$ cat src/rtl/obArbPkg.sv
package obArbPkg;

  localparam int MODE_W        = 8;
  localparam int MODE_KBD_IRQ  = 0;
  localparam int MODE_AUX_IRQ  = 1;
  localparam int MODE_KBD_OFF  = 4;
  localparam int MODE_AUX_OFF  = 5;

  typedef enum logic [1:0] {
    SRC_REPLY = 2'd0,
    SRC_KBD   = 2'd1,
    SRC_MOUSE = 2'd2
  } srcE;

  // strobes from control to datapath
  typedef struct packed {
    logic latchByte;
    srcE  latchSrc;
    logic clearReply;
  } dpStrobeT;

endpackage

$ cat src/rtl/obArbCtrl.sv
module obArbCtrl
  import obArbPkg::*;
#(
  parameter bit THROTTLE_EN = 1'b0,
  parameter int THR_CYC     = 1,
  parameter int CNT_W       = 1
) (
  input  logic     clk,
  input  logic     rstN,
  input  logic     kbdOff,
  input  logic     auxOff,
  input  logic     kbdIrqEn,
  input  logic     auxIrqEn,
  input  logic     hostRead,
  input  logic     kbdPending,
  input  logic     mousePending,
  input  logic     replyKbdPending,
  input  logic     replyAuxPending,
  output logic     obFull,
  output logic     auxFull,
  output logic     irqKbd,
  output logic     irqMouse,
  output logic     kbdPop,
  output logic     mousePop,
  output dpStrobeT strobes
);

  logic obFullQ, auxFullQ;
  srcE  srcQ;
  logic kbdEff, mouseEff, anyReady, winAux;
  srcE  winSrc;
  logic throttleBusy, arbGo, readHit;

  // device flags gated by the mode disable bits; answers never gated
  assign kbdEff   = kbdPending & ~kbdOff;
  assign mouseEff = mousePending & ~auxOff;
  assign anyReady = replyKbdPending | replyAuxPending | kbdEff | mouseEff;

  // fixed priority selection
  always_comb begin
    winSrc = SRC_MOUSE;
    winAux = 1'b1;
    if (replyKbdPending) begin
      winSrc = SRC_REPLY;
      winAux = 1'b0;
    end else if (replyAuxPending) begin
      winSrc = SRC_REPLY;
      winAux = 1'b1;
    end else if (kbdEff) begin
      winSrc = SRC_KBD;
      winAux = 1'b0;
    end
  end

  assign readHit = hostRead & obFullQ;
  assign arbGo   = ~obFullQ & ~throttleBusy & anyReady;

  always_ff @(posedge clk) begin
    if (!rstN) begin
      obFullQ  <= 1'b0;
      auxFullQ <= 1'b0;
      srcQ     <= SRC_REPLY;
    end else if (readHit) begin
      obFullQ  <= 1'b0;
      auxFullQ <= 1'b0;
    end else if (arbGo) begin
      obFullQ  <= 1'b1;
      auxFullQ <= winAux;
      srcQ     <= winSrc;
    end
  end

  generate
    if (THROTTLE_EN) begin : genThrottle
      logic [CNT_W-1:0] thrCnt;
      always_ff @(posedge clk) begin
        if (!rstN) begin
          thrCnt <= '0;
        end else if (readHit && srcQ == SRC_KBD) begin
          thrCnt <= CNT_W'(THR_CYC);
        end else if (thrCnt != '0) begin
          thrCnt <= thrCnt - 1'b1;
        end
      end
      assign throttleBusy = (thrCnt != '0);
    end else begin : genNoThrottle
      assign throttleBusy = 1'b0;
    end
  endgenerate

  assign obFull   = obFullQ;
  assign auxFull  = auxFullQ;
  assign irqMouse = obFullQ & auxFullQ & auxIrqEn;
  assign irqKbd   = obFullQ & ~auxFullQ & kbdIrqEn & ~kbdOff;
  assign kbdPop   = readHit & (srcQ == SRC_KBD);
  assign mousePop = readHit & (srcQ == SRC_MOUSE);

  assign strobes.latchByte  = readHit;
  assign strobes.latchSrc   = srcQ;
  assign strobes.clearReply = readHit & (srcQ == SRC_REPLY);

endmodule

$ cat src/rtl/obArbData.sv
module obArbData
  import obArbPkg::*;
#(
  parameter int DATA_W = 8
) (
  input  logic              clk,
  input  logic              rstN,
  input  dpStrobeT          strobes,
  input  logic              replyValid,
  input  logic              replyAux,
  input  logic [DATA_W-1:0] replyByte,
  input  logic [DATA_W-1:0] kbdByte,
  input  logic [DATA_W-1:0] mouseByte,
  output logic [DATA_W-1:0] readData,
  output logic              replyKbdPending,
  output logic              replyAuxPending
);

  logic [DATA_W-1:0] replyReg;
  logic [DATA_W-1:0] pickByte;

  // a new answer replaces the old one and its side
  always_ff @(posedge clk) begin
    if (!rstN) begin
      replyReg        <= '0;
      replyKbdPending <= 1'b0;
      replyAuxPending <= 1'b0;
    end else if (replyValid) begin
      replyReg        <= replyByte;
      replyKbdPending <= ~replyAux;
      replyAuxPending <= replyAux;
    end else if (strobes.clearReply) begin
      replyKbdPending <= 1'b0;
      replyAuxPending <= 1'b0;
    end
  end

  always_comb begin
    case (strobes.latchSrc)
      SRC_KBD:   pickByte = kbdByte;
      SRC_MOUSE: pickByte = mouseByte;
      default:   pickByte = replyReg;
    endcase
  end

  always_ff @(posedge clk) begin
    if (!rstN) begin
      readData <= '0;
    end else if (strobes.latchByte) begin
      readData <= pickByte;
    end
  end

endmodule

$ cat src/rtl/obufArbiter.sv
module obufArbiter
  import obArbPkg::*;
#(
  parameter int          DATA_W      = 8,
  parameter bit          THROTTLE_EN = 1'b1,
  parameter int unsigned CLK_HZ      = 125_000_000,
  parameter int unsigned THROTTLE_US = 1000
) (
  input  logic              clk,
  input  logic              rstN,
  input  logic [MODE_W-1:0] modeByte,
  input  logic              replyValid,
  input  logic              replyAux,
  input  logic [DATA_W-1:0] replyByte,
  input  logic              kbdPending,
  input  logic [DATA_W-1:0] kbdByte,
  output logic              kbdPop,
  input  logic              mousePending,
  input  logic [DATA_W-1:0] mouseByte,
  output logic              mousePop,
  input  logic              hostRead,
  output logic [DATA_W-1:0] readData,
  output logic              obFull,
  output logic              auxFull,
  output logic              irqKbd,
  output logic              irqMouse
);

  localparam longint unsigned THR_PROD =
    (64'(CLK_HZ) * 64'(THROTTLE_US)) / 64'd1_000_000;
  localparam int THR_CYC = (THR_PROD > 64'd1) ? int'(THR_PROD) : 1;
  localparam int CNT_W   = $clog2(THR_CYC + 1);

  dpStrobeT strobes;
  logic     replyKbdPending, replyAuxPending;
  logic     modeUnused;

  assign modeUnused = ^{modeByte[7:6], modeByte[3:2]};

  obArbCtrl #(
    .THROTTLE_EN(THROTTLE_EN),
    .THR_CYC    (THR_CYC),
    .CNT_W      (CNT_W)
  ) uCtrl (
    .clk            (clk),
    .rstN           (rstN),
    .kbdOff         (modeByte[MODE_KBD_OFF]),
    .auxOff         (modeByte[MODE_AUX_OFF]),
    .kbdIrqEn       (modeByte[MODE_KBD_IRQ]),
    .auxIrqEn       (modeByte[MODE_AUX_IRQ]),
    .hostRead       (hostRead),
    .kbdPending     (kbdPending),
    .mousePending   (mousePending),
    .replyKbdPending(replyKbdPending),
    .replyAuxPending(replyAuxPending),
    .obFull         (obFull),
    .auxFull        (auxFull),
    .irqKbd         (irqKbd),
    .irqMouse       (irqMouse),
    .kbdPop         (kbdPop),
    .mousePop       (mousePop),
    .strobes        (strobes)
  );

  obArbData #(
    .DATA_W(DATA_W)
  ) uData (
    .clk            (clk),
    .rstN           (rstN),
    .strobes        (strobes),
    .replyValid     (replyValid),
    .replyAux       (replyAux),
    .replyByte      (replyByte),
    .kbdByte        (kbdByte),
    .mouseByte      (mouseByte),
    .readData       (readData),
    .replyKbdPending(replyKbdPending),
    .replyAuxPending(replyAuxPending)
  );

endmodule

$ cat config.mk
export PLATFORM = sky130hd
export DESIGN_NAME = obufArbiter
export DESIGN_NICKNAME = d
export VERILOG_FILES = /design/src/rtl/obArbPkg.sv /design/src/rtl/obArbCtrl.sv /design/src/rtl/obArbData.sv /design/src/rtl/obufArbiter.sv
export SDC_FILE = /design/constraint.sdc
export NUM_CORES = 1
export LEC_CHECK = 0
export ABC_CLOCK_PERIOD_IN_PS = 2350
export BUFFER_PORTS_ARGS = -buffer_cell sky130_fd_sc_hd__buf_2
export CAP_MARGIN = 10
export CORE_ASPECT_RATIO = 1.75
export CORE_UTILIZATION = 41
export DETAILED_ROUTE_END_ITERATION = 10
export HOLD_SLACK_MARGIN = 0.15
export MAX_ROUTING_LAYER = met4
export PLACE_DENSITY = 0.72
export SYNTH_ARGS = -nofsm -noshare
export SYNTH_HDL_FRONTEND = slang
export SYNTH_SLANG_ARGS = --single-unit
$ cat constraint.sdc
create_clock -name clk -period 2.35 [get_ports clk]
set_clock_uncertainty 0.2 [all_clocks]
set_input_delay 0.1175 -clock clk [delete_from_list [all_inputs] [get_ports clk]]
set_output_delay 0.1175 -clock clk [all_outputs]
set_load 0.005 [all_outputs]
---- Word level (Yosys, flattened, before mapping) ----
Index checks and enable logic that the tools add are counted.
word-level totals
  bits in registers ....................... 39
  word-level logic and storage cells ...... 56
  input bits .............................. 39
cells by class
  mux-type cells .......................... 12
  add/sub/neg operators ................... 1
  equality and inequality tests ........... 2
  bitwise gates (word level) .............. 24
  reduce and logical (&&, ||, !) cells .... 8
operators with widths
  cell                   number
  $mux 17                2
  $reduce_bool 17->1     1
  $sub 17x1->17 const B  1
  $pmux 8 s2             1
  $and 1x1->1            13
  $not 1->1              8
  $mux 1                 6
  $mux 2                 3
  $reduce_bool 2->1      2
  $reduce_or 2->1        2
  $or 1x1->1             3
  $eq 2x1->1 const B     1
  $eq 2x2->1 const B     1
  $logic_not 2->1        1
  $reduce_and 2->1       1
  $logic_and 1x1->1      1

---- Logic depth before layout (Yosys ltp) ----
Gate-level depths: netlist of run 1.
  depth after elaboration ................. 6
  mapped depth ............................ 8
  gate-level depth less buffers ........... 7

---- Hierarchy ----
A second synthesis of run 1 with hierarchy kept.
second synthesis, totals
  cells, all modules ...................... 221
  area, all modules ....................... 2,093.3 um2
by module, submodules not included
  module     area each (um2)  seq. area each (um2)  cells an instance  instances
  obArbCtrl  1,146.1          420.4                 137                1
  obArbData  947.2            360.3                 84                 1

---- Least setup slack after synthesis of run 1 ----
No wires, ideal clock.
  path kind ............................... register to register
  start point ............................. reg uCtrl.genThrottle.thrCnt[0]
  end point ............................... reg uCtrl.genThrottle.thrCnt[10]
  slack ................................... 0.210 ns
  clock period less this slack ............ 2.140 ns
  required time ........................... 2.034 ns
  cell stages (with the launch flop) ...... 8
  data arrival time ....................... 1.824 ns
  setup time .............................. 0.116 ns
  path through ............................ dfxtp_1 > inv_1 > ha_1 > or3b_2 > clkbuf_1 > a311oi_2 > a21oi_1 > a31o_2
between the ends
  word-level cells in the longest chain between the ends .. 1
  elaborated cells on any way between the ends .. 2
  those cells by class .................... add/sub (1); reduce/logical (1)
RTL lines
  what                                                 RTL line                          text
  start, declared                                      obArbCtrl.sv:75                   logic [CNT_W-1:0] thrCnt;
  start signal, assigned                               obArbCtrl.sv:80                   thrCnt <= CNT_W'(THR_CYC);
  start signal, assigned                               obArbCtrl.sv:82                   thrCnt <= thrCnt - 1'b1;
  $sub 17x1->17 or $reduce_bool 17->1 (tied branches)  obArbCtrl.sv:82, obArbCtrl.sv:81
Several ways; a longest one is shown, not always the timed one.
A chain may end at the register's enable or synchronous reset.

---- Final worst setup path of run 1 ----
  start point ............................. in rstN
  end point ............................... reg uData.replyAuxPending
RTL lines
  what                  RTL line           text
  start, declared       obufArbiter.sv:10  input logic rstN,
  end signal, assigned  obArbData.sv:31    replyAuxPending <= replyAux;
  end, declared         obArbData.sv:16    output logic replyAuxPending
No word-level cell between the ends.

==> results of run 1 <==
==> power by group <==
group          internal [W]  total, W  switching, W
combinational      0.000730   0.00156      0.000830
sequential         0.000800  0.000964      0.000164
clock              0.000344  0.000583      0.000239
total               0.00187   0.00311       0.00123
==> worst max-delay path, stage by stage <==
cell	delay, ns
sky130_fd_sc_hd__dlygate4sd3_1	0.53
sky130_fd_sc_hd__buf_2	0.16
sky130_fd_sc_hd__inv_1	0.41
sky130_fd_sc_hd__buf_4	0.30
sky130_fd_sc_hd__a21oi_1	0.05
sky130_fd_sc_hd__dlygate4sd3_1	0.56
==> state kept, by name (all words and copies together) (netlist names) <==
signal,count
uCtrl.srcQ,2
uData.replyReg,8
uData.replyKbdPending,1
uCtrl.auxFull,1
uCtrl.genThrottle.thrCnt,17
uData.replyAuxPending,1
uData.readData,8
uCtrl.obFull,1
==> routing by layer <==
layer | part of all wire | routed length, um | global-route usage
met1 | 0.41 | 2180 | 0.218
met2 | 0.54 | 2860 | 0.421
met3 | 0.037 | 193 | 0.0423
met5 | 0 | 0 | -
met4 | 0.010 | 55 | 0.0812
==> layout make-up <==
type,instances,area [um^2],area share
flip-flops and latches,39,781,0.290
well taps,51,63.8,0.0237
clock buffers,6,82.6,0.0307
clock inverters,2,35.0,0.0130
multi-input cells,168,1100,0.411
repair buffers,86,598,0.222
inverters,7,26.3,0.00976
==> per-stage QoR <==
step                setup slack [ns]  hold slack (ns)
floorplan                      0.210           0.0350
global placement               0.179            0.155
detailed placement             0.160            0.161
CTS                            0.138            0.155
global route                   0.102            0.172
finish                         0.192            0.154
==> logic make-up (layout without fill, tap and decap cells) <==
logic type                 count (synthesis)  count (layout)  share of synthesized area
muxes                                     12              12                     0.0626
DFF                                       39              39                      0.403
and+or+nand+nor                           89              89                      0.255
buffers and inverters                     18             101                     0.0348
adders and majority gates                  4               4                     0.0258
xor gates and xnor gates                   1               1                    0.00452
AOI/OAI and AO/OA                         62              62                      0.215
==> placed cells by master (no fill, tap or decap), types with 7 or more instances in the layout <==
master                           n
sky130_fd_sc_hd__buf_2          48
sky130_fd_sc_hd__dfxtp_1        39
sky130_fd_sc_hd__nor2_1         32
sky130_fd_sc_hd__dlygate4sd3_1  29
sky130_fd_sc_hd__a21oi_1        18
sky130_fd_sc_hd__nand2_1        12
sky130_fd_sc_hd__mux2i_1        11
sky130_fd_sc_hd__a211oi_1        9
sky130_fd_sc_hd__buf_4           9
sky130_fd_sc_hd__a22oi_1         8
sky130_fd_sc_hd__inv_1           7
sky130_fd_sc_hd__o31ai_1         7
sky130_fd_sc_hd__a31oi_1         7
==> repair_timing <==
action,4_1_cts,5_1_grt
hold buffers,29,0
resized for setup,0,2
endpoints found under the hold margin,24,0
setup endpoints to repair,0,2
==> how the worst max path moves through the flow <==
stage	slack (ns)	endpoint	startpoint	cells after the start
floorplan	0.21	uCtrl.genThrottle.thrCnt[10]	uCtrl.genThrottle.thrCnt[0]	7
global placement	0.18	uCtrl.genThrottle.thrCnt[10]	uCtrl.genThrottle.thrCnt[0]	6
detailed placement	0.16	uCtrl.genThrottle.thrCnt[10]	uCtrl.genThrottle.thrCnt[0]	6
CTS	0.14	uCtrl.genThrottle.thrCnt[10]	uCtrl.genThrottle.thrCnt[0]	6
global route	0.10	uData.replyAuxPending	rstN	6
finish	0.19	uData.replyAuxPending	rstN	6
==> flow_summary.ini, run 1 <==
[outcome]
status = completed

[critical_path]
crit_arrival_ns = 2.14
path_class = primary input to flop
cp_endpoint_kind = flop
critical_path.reg2reg.startpoint = uCtrl.genThrottle.thrCnt[3]
cp-start-kind = primary input
ff2ff_setup_slack_ns = 0.22
crit-reg2reg-capture = uCtrl.genThrottle.thrCnt[9]
timing.critical_path.required_ns = 2.33
worstRegToRegCells = 4
cp_max_fo = 17

[sta]
post_route_fraction_of_the_period_consumed_by_the_critical_path = 0.918
relSlewSlack = 0.607
final.setup.tns_ns = 0
maxSlewViolCount = 0
timing.final.hold_violations = 0
max_freq_ghz = 0.463
grt_setup_unrepaired = false
timing.final.setup_violations = 0
max_slew.worst_pin.slew_ns = 0.588
layout_min_cycle_time_ns = 2.16

[synthesis]
yosys_warnings = 0
post_synth_num_cell_types = 45
synth.largest_area_cell = sky130_fd_sc_hd__dfxtp_1
yosys-top-cells-count = sky130_fd_sc_hd__dfxtp_1, sky130_fd_sc_hd__nor2_1, sky130_fd_sc_hd__a21oi_1
synth_edf_count = 0
postSynthAreaPerCell_um2 = 8.62
syn-instance-count = 225
mappedNetlistArea_mm2 = 0.00194
synth-seq-cells = 39
synth_async_sr_flop_share = 0
post_synth_main_area_contributors = sky130_fd_sc_hd__dfxtp_1, sky130_fd_sc_hd__nor2_1, sky130_fd_sc_hd__mux2i_1
yosysTopAreaCellShare = 0.403
synth_seq_area_share = 0.403
post-synth-top-count-cell = sky130_fd_sc_hd__dfxtp_1
mapped_nets = 268
postSynth.topFlopCell = sky130_fd_sc_hd__dfxtp_1

[floorplanning]
floorplan.die.height_um = 93.0
floorplan.die.width_um = 54.0
start_util = 0.432
top_level_ports = 53
coreArea_mm2 = 0.00448
die_area_mm2 = 0.00502
row_count = 32

[clock_network]
clock_sink_count = 39
htree_levels = 2
clkLatencyLatePin_ns = 0.29
tritoncts = done
cts.repair_timing.setup_buffer_count = 0
ctsRootBufferMaster = sky130_fd_sc_hd__clkbuf_8
cts-buffers-inserted = 5
clkTransAtPathRegs_ns = 0.08
cts_max_path_buffers = 2

[min_path]
worstHoldStart = replyValid
min_delay_worst_endpoint = uData.replyKbdPending
holdCritPathClass = primary input to flop
timing.hold.worst_path_depth = 3

[finish]
num_antenna_cells = 0
layout.core_utilization = 0.600
post_route_cells_drive_above_1_share = 0.253
post_layout_instance_area_mm2 = 0.00269
fillers = 400
area_growth_pct = 38.8
fin_nets = 350
post_layout_nonfiller_instances = 359

[drt]
final_antenna_net_count = 0
vias_per_cell = 5.52
drt-pass1-iter-count = 4
routed_wire_length_per_instance_um = 14.7
drt_first_iter_violations = 39
routed_wirelength_um = 5290
drc = 0
num_vias = 1982

[grt]
globalRouteTotalUtil = 0.226
grt-ovfl-total = 0
pin_count_of_the_biggest_net_entering_global_routing = 19
first_global_vias = 1956
number_of_antenna_violations_at_the_first_check_in_global_routing = 0
grt_first_pass_wirelength_um = 8150

[place]
placed_cells = 322
detailed_placement_hpwl_um = 3540
gpl.final_weighted_congestion = 0.914
post_dp_cell_area_mm2 = 0.00227
place.port_buffers = 48

[power]
max-vdd-ir-drop_mv = 0.864
static-leakage-power_nw = 1.12
finalPower_w = 0.00311
cellPowerDensity_mw_per_mm2 = 1150

[run]
drv_cap = 0
Note: power is estimated with default switching activity, not from simulation.
==> run 2: changes to the inputs <==
Settings changed: ABC_AREA set to 1, SLEW_MARGIN set to 10.
==> flow_summary.ini, run 2 <==
[synthesis]
synth-seq-cells = 39
synth_async_sr_flop_share = 0
post_synth_main_area_contributors = sky130_fd_sc_hd__dfxtp_1, sky130_fd_sc_hd__nand2_1, sky130_fd_sc_hd__nor2_1
yosys-top-cells-count = sky130_fd_sc_hd__nand2_1, sky130_fd_sc_hd__nor2_1, sky130_fd_sc_hd__dfxtp_1
synth_edf_count = 0
postSynth.topFlopCell = sky130_fd_sc_hd__dfxtp_1
postSynthAreaPerCell_um2 = 7.04
synth_seq_area_share = 0.393
post-synth-top-count-cell = sky130_fd_sc_hd__nand2_1
syn-instance-count = 282
synth.largest_area_cell = sky130_fd_sc_hd__dfxtp_1
yosysTopAreaCellShare = 0.393
yosys_warnings = 0
post_synth_num_cell_types = 28
mapped_nets = 325
mappedNetlistArea_mm2 = 0.00199

[finish]
registers.top_by_ff_count = uCtrl.genThrottle.thrCnt
leading_cell_types_in_the_layout_fill_and_taps_excluded = sky130_fd_sc_hd__nand2_1, sky130_fd_sc_hd__buf_2, sky130_fd_sc_hd__nor2_1
area_growth_pct = 39.6
layout.core_utilization = 0.594
fin_nets = 413
num_antenna_cells = 0
most_frequent_standard_cell_in_the_layout_excluding_fill_and_tap_cells = sky130_fd_sc_hd__nand2_1
fillers = 407
post_layout_nonfiller_instances = 422
largest_reg_flops = 17
top_regs = uCtrl.genThrottle.thrCnt (17), uData.readData (8), uData.replyReg (8)
post_route_cells_drive_above_1_share = 0.214

[grt]
grt_first_pass_wirelength_um = 9960
number_of_antenna_violations_at_the_first_check_in_global_routing = 0
pin_count_of_the_biggest_net_entering_global_routing = 18
globalRouteTotalUtil = 0.276
grt-ovfl-total = 0
first_global_vias = 2310

[sta]
maxSlewViolCount = 0
final.setup.tns_ns = 0
timing.final.hold_violations = 0
timing.final.setup_violations = 0
max_slew.worst_pin.slew_ns = 0.554
relSlewSlack = 0.630
post_route_fraction_of_the_period_consumed_by_the_critical_path = 0.944
layout_min_cycle_time_ns = 2.22
max_freq_ghz = 0.451

[floorplanning]
die_area_mm2 = 0.00514
coreArea_mm2 = 0.00467
floorplan.die.width_um = 54.6
row_count = 33
floorplan.die.height_um = 94.1
top_level_ports = 53
start_util = 0.426

[power]
p_clk_frac = 0.141
finalPower_w = 0.00326
cellPowerDensity_mw_per_mm2 = 1180
p_int_w = 0.00183
comb_power_share = 0.559
switching_share = 0.439
max-vdd-ir-drop_mv = 0.857
static-leakage-power_nw = 1.21
netSwitchingPower_w = 0.00143
share_seq_of_total_power = 0.300

[clock_network]
clkTransAtPathRegs_ns = 0.07
cts-buffers-inserted = 5
clkLatencyLatePin_ns = 0.29
clock_sink_count = 39
ctsRootBufferMaster = sky130_fd_sc_hd__clkbuf_8
cts_max_path_buffers = 2
htree_levels = 2
tritoncts = done

[min_path]
holdCritPathClass = primary input to flop

[drt]
vias_per_cell = 5.31
num_vias = 2242
routed_wirelength_um = 6030
routed_wire_length_per_instance_um = 14.3
drt-pass1-iter-count = 5
drc = 0
final_antenna_net_count = 0
drt_first_iter_violations = 62

[critical_path]
cp-start-kind = flop
timing.critical_path.required_ns = 2.37
timing.critical_path.cells = inv_1 > ha_1 > nand2_1 > nand3_1 > dlygate4sd3_1 > o211ai_1 > o21ai_0
cp_endpoint_kind = flop
cp_max_fo = 9
crit_arrival_ns = 2.24
path_class = flop to flop
critical_path.slowest_cell = sky130_fd_sc_hd__dlygate4sd3_1
cpPeakStageDelay_ns = 0.59

[place]
detailed_placement_hpwl_um = 3590
placed_cells = 374
gpl.final_weighted_congestion = 0.848
place.port_buffers = 48

[run]
drv_cap = 0

[outcome]
status = completed
-- run 2: final timing paths --
kind         cells after the start  slack, ns                   from                    end
min reg2reg                      2       0.28  uData.replyKbdPending  uData.replyKbdPending
min                              8       0.18            modeByte[4]          uCtrl.srcQ[0]
max                              7       0.13          uCtrl.srcQ[1]      uData.readData[2]
max reg2reg                      7       0.13          uCtrl.srcQ[1]      uData.readData[2]
-- run 2: timing repair --
action | 4_1_cts | 5_1_grt
gates resized for setup | 0 | 5
endpoints found under the setup margin | 0 | 9
setup buffers | 0 | 1
hold endpoints to repair | 31 | 0
hold buffers | 40 | 0
-- run 2: cells by family after synthesis --
kind of cell               Yosys count  share of synthesized area
AOI/OAI and AO/OA                   42                      0.121
xor gates and xnor gates             4                     0.0176
adders and majority gates            4                     0.0252
buffers and inverters               34                     0.0693
DFF                                 39                      0.393
and+or+nand+nor                    159                      0.374
-- run 2: power groups by stage --
stage          clock, W  combinational [W]  sequential (W)
2_1_floorplan         0            0.00125        0.000956
3_3_place_gp          0            0.00148        0.000985
3_5_place_dp          0            0.00152        0.000989
4_1_cts        0.000474            0.00170        0.000974
5_1_grt        0.000494            0.00205         0.00100
6_report       0.000460            0.00182        0.000979
-- run 2: metal layers --
metal  vias up  global-route usage  wire, um
met2        73               0.508      3470
met5         -                   -         0
li1       1091                   -         -
met4         0               0.124       177
met1      1059               0.261      2170
met3        19              0.0421       214
-- run 2: layout make-up --
class                      instances  area, um^2  area share
sequential                        39         781       0.282
clock inverter                     1        5.00     0.00181
inverter                          26        97.6      0.0352
multi-input combinational        209        1090       0.394
timing repair buffer              89         648       0.234
tap                               52        65.1      0.0235
clock buffer                       6        82.6      0.0298
-- run 2: worst max-delay path: cells and delay by family, from the launching register on --
kind,cells,cell delay (ns)
AOI/OAI and AO/OA,2,0.27
adders and majority gates,1,0.41
buffers and inverters,2,0.71
DFF,1,0.33
and+or+nand+nor,2,0.22
-- run 2: metrics by stage --
stage	hold slack, ns	worst slack [ns]	instance area (um^2)
2_1_floorplan	0.0405	0.740	1990
3_3_place_gp	0.139	0.610	2250
3_5_place_dp	0.147	0.578	2250
4_1_cts	0.170	0.0330	2740
5_1_grt	0.219	-0.0119	2770
6_report	0.181	0.133	2770
==> run 3: changes to the inputs <==
Settings changed: ABC_CLOCK_PERIOD_IN_PS 2350 to 2700.
Clock period 2.35 ns to 2.7 ns, I/O delays scaled along.
==> flow_summary.ini, run 3 (same netlist as run 2, synthesis figures left out) <==
[outcome]
status = completed

[run]
drv_cap = 0

[critical_path]
worstRegToRegCells = 6
crit_arrival_ns = 2.29
timing.critical_path.required_ns = 2.65
critical_path.reg2reg.startpoint = uCtrl.srcQ[0]
crit_path_end = uData.readData[0]
cpPeakStageDelay_ns = 0.61
timing.critical_path.cells = inv_1 > ha_1 > nand3_1 > dlygate4sd3_1 > o211ai_1 > o21ai_0
path_class = flop to flop
cp_endpoint_kind = flop
crit_path_start = uCtrl.srcQ[0]
cp-start-kind = flop
cp_max_fo = 16
crit-reg2reg-capture = uData.readData[0]
critical_path.slowest_cell = sky130_fd_sc_hd__ha_1
ff2ff_setup_slack_ns = 0.36

[clock_network]
htree_levels = 2
ctsRootBufferMaster = sky130_fd_sc_hd__clkbuf_8
clkLatencyLatePin_ns = 0.29
clock_sink_count = 39
cts_resized = 0
cts-buffers-inserted = 5
tritoncts = done
cts_max_path_buffers = 2
clkTransAtPathRegs_ns = 0.08

[power]
finalPower_w = 0.00278
cellPowerDensity_mw_per_mm2 = 1020
static-leakage-power_nw = 1.20
max-vdd-ir-drop_mv = 0.645

[sta]
grt_setup_unrepaired = false
max_freq_ghz = 0.427
maxSlewViolCount = 0
final.setup.tns_ns = 0
timing.final.hold_violations = 0
timing.final.ws_setup_ns = 0.359
post_route_fraction_of_the_period_consumed_by_the_critical_path = 0.867
max_slew.worst_pin.slew_ns = 0.562
relSlewSlack = 0.625
layout_min_cycle_time_ns = 2.34
timing.final.setup_violations = 0

[floorplanning]
start_util = 0.426
floorplan.die.height_um = 94.1
top_level_ports = 53
die_area_mm2 = 0.00514
coreArea_mm2 = 0.00467
floorplan.die.width_um = 54.6
row_count = 33

[grt]
grt-ovfl-total = 0
first_global_vias = 2236
globalRouteTotalUtil = 0.253
number_of_antenna_violations_at_the_first_check_in_global_routing = 0
pin_count_of_the_biggest_net_entering_global_routing = 18
grt_first_pass_wirelength_um = 9340

[place]
detailed_placement_hpwl_um = 3600
placed_cells = 374
gpl.final_weighted_congestion = 0.840
place_worst_setup_slack_ns = 0.921
place.port_buffers = 48
post_dp_cell_area_mm2 = 0.00225

[finish]
registers.top_by_ff_count = uCtrl.genThrottle.thrCnt
area_growth_pct = 36.9
num_antenna_cells = 0
most_frequent_standard_cell_in_the_layout_excluding_fill_and_tap_cells = sky130_fd_sc_hd__nand2_1
fin_nets = 410
post_route_cells_drive_above_1_share = 0.204
post_layout_instance_area_mm2 = 0.00272
post_layout_nonfiller_instances = 419
top_regs = uCtrl.genThrottle.thrCnt (17), uData.readData (8), uData.replyReg (8)
leading_cell_types_in_the_layout_fill_and_taps_excluded = sky130_fd_sc_hd__nand2_1, sky130_fd_sc_hd__buf_2, sky130_fd_sc_hd__nor2_1
largest_reg_flops = 17

[drt]
num_vias = 2240
drt_first_iter_violations = 55
final_antenna_net_count = 0
drt-pass1-iter-count = 4
routed_wirelength_um = 5910
vias_per_cell = 5.35
drc = 0
routed_wire_length_per_instance_um = 14.1

[min_path]
holdCritPathClass = primary input to flop
## run 3: cell count changes in the layout (fill, tap and decap cells not counted)
cell / before / now
sky130_fd_sc_hd__dlygate4sd3_1: 40 / 38
sky130_fd_sc_hd__ha_1: 2 / 4
sky130_fd_sc_hd__ha_4: 2 / 0
sky130_fd_sc_hd__buf_4: 1 / 0
sky130_fd_sc_hd__inv_1: 22 / 23
sky130_fd_sc_hd__inv_2: 3 / 2
## run 3: worst min path at each step
stage / from / endpoint / slack, ns / cells after the start
final: replyValid / uData.replyKbdPending / 0.17 / 3
after global routing: replyValid / uData.replyKbdPending / 0.20 / 3
after global placement: replyByte[1] / uData.replyReg[1] / 0.16 / 3
after CTS: replyValid / uData.replyKbdPending / 0.17 / 3
after floorplan: rstN / uData.replyKbdPending / 0.06 / 2
after detailed placement: replyByte[5] / uData.replyReg[5] / 0.16 / 3
## run 3: report_power, final
group / switching [W] / total, W / internal (W)
clock: 0.000202 / 0.000402 / 0.000201
sequential: 0.000131 / 0.000854 / 0.000723
combinational: 0.000907 / 0.00152 / 0.000614
## run 3: per-layer routing
layer,share of wire,up-vias,global-route usage
met3,0.035,25,0.0405
met5,0,-,-
met4,0.037,0,0.111
li1,-,1086,-
met2,0.57,79,0.458
met1,0.36,1050,0.246
## run 3: critical path, delay by kind of cell, from the launching register on
family	cells	cell delay, ns
AOI/OAI and AO/OA	2	0.22
adders and majority gates	1	0.61
buffers and inverters	2	0.68
DFF	1	0.37
and+or+nand+nor	1	0.13
## run 3: final cells by class
cell class                      instances  area [um^2]
Clock buffer                            6         82.6
Clock inverter                          1         5.00
Fill cell                             403         1950
Inverter                               26         97.6
Multi-Input combinational cell        209         1070
Sequential cell                        39          781
Tap cell                               52         65.1
Timing Repair Buffer                   86          621
## run 3: repair_timing
item | 4_1_cts | 5_1_grt
setup buffers | 0 | 0
hold endpoints to repair | 21 | 0
hold buffers | 38 | 0
## run 3: through the flow
step	hold WS, ns	util
after detailed placement	0.165	0.482
after global routing	0.196	0.583
final	0.172	0.583
after global placement	0.157	0.482
after CTS	0.168	0.583
after floorplan	0.0580	-
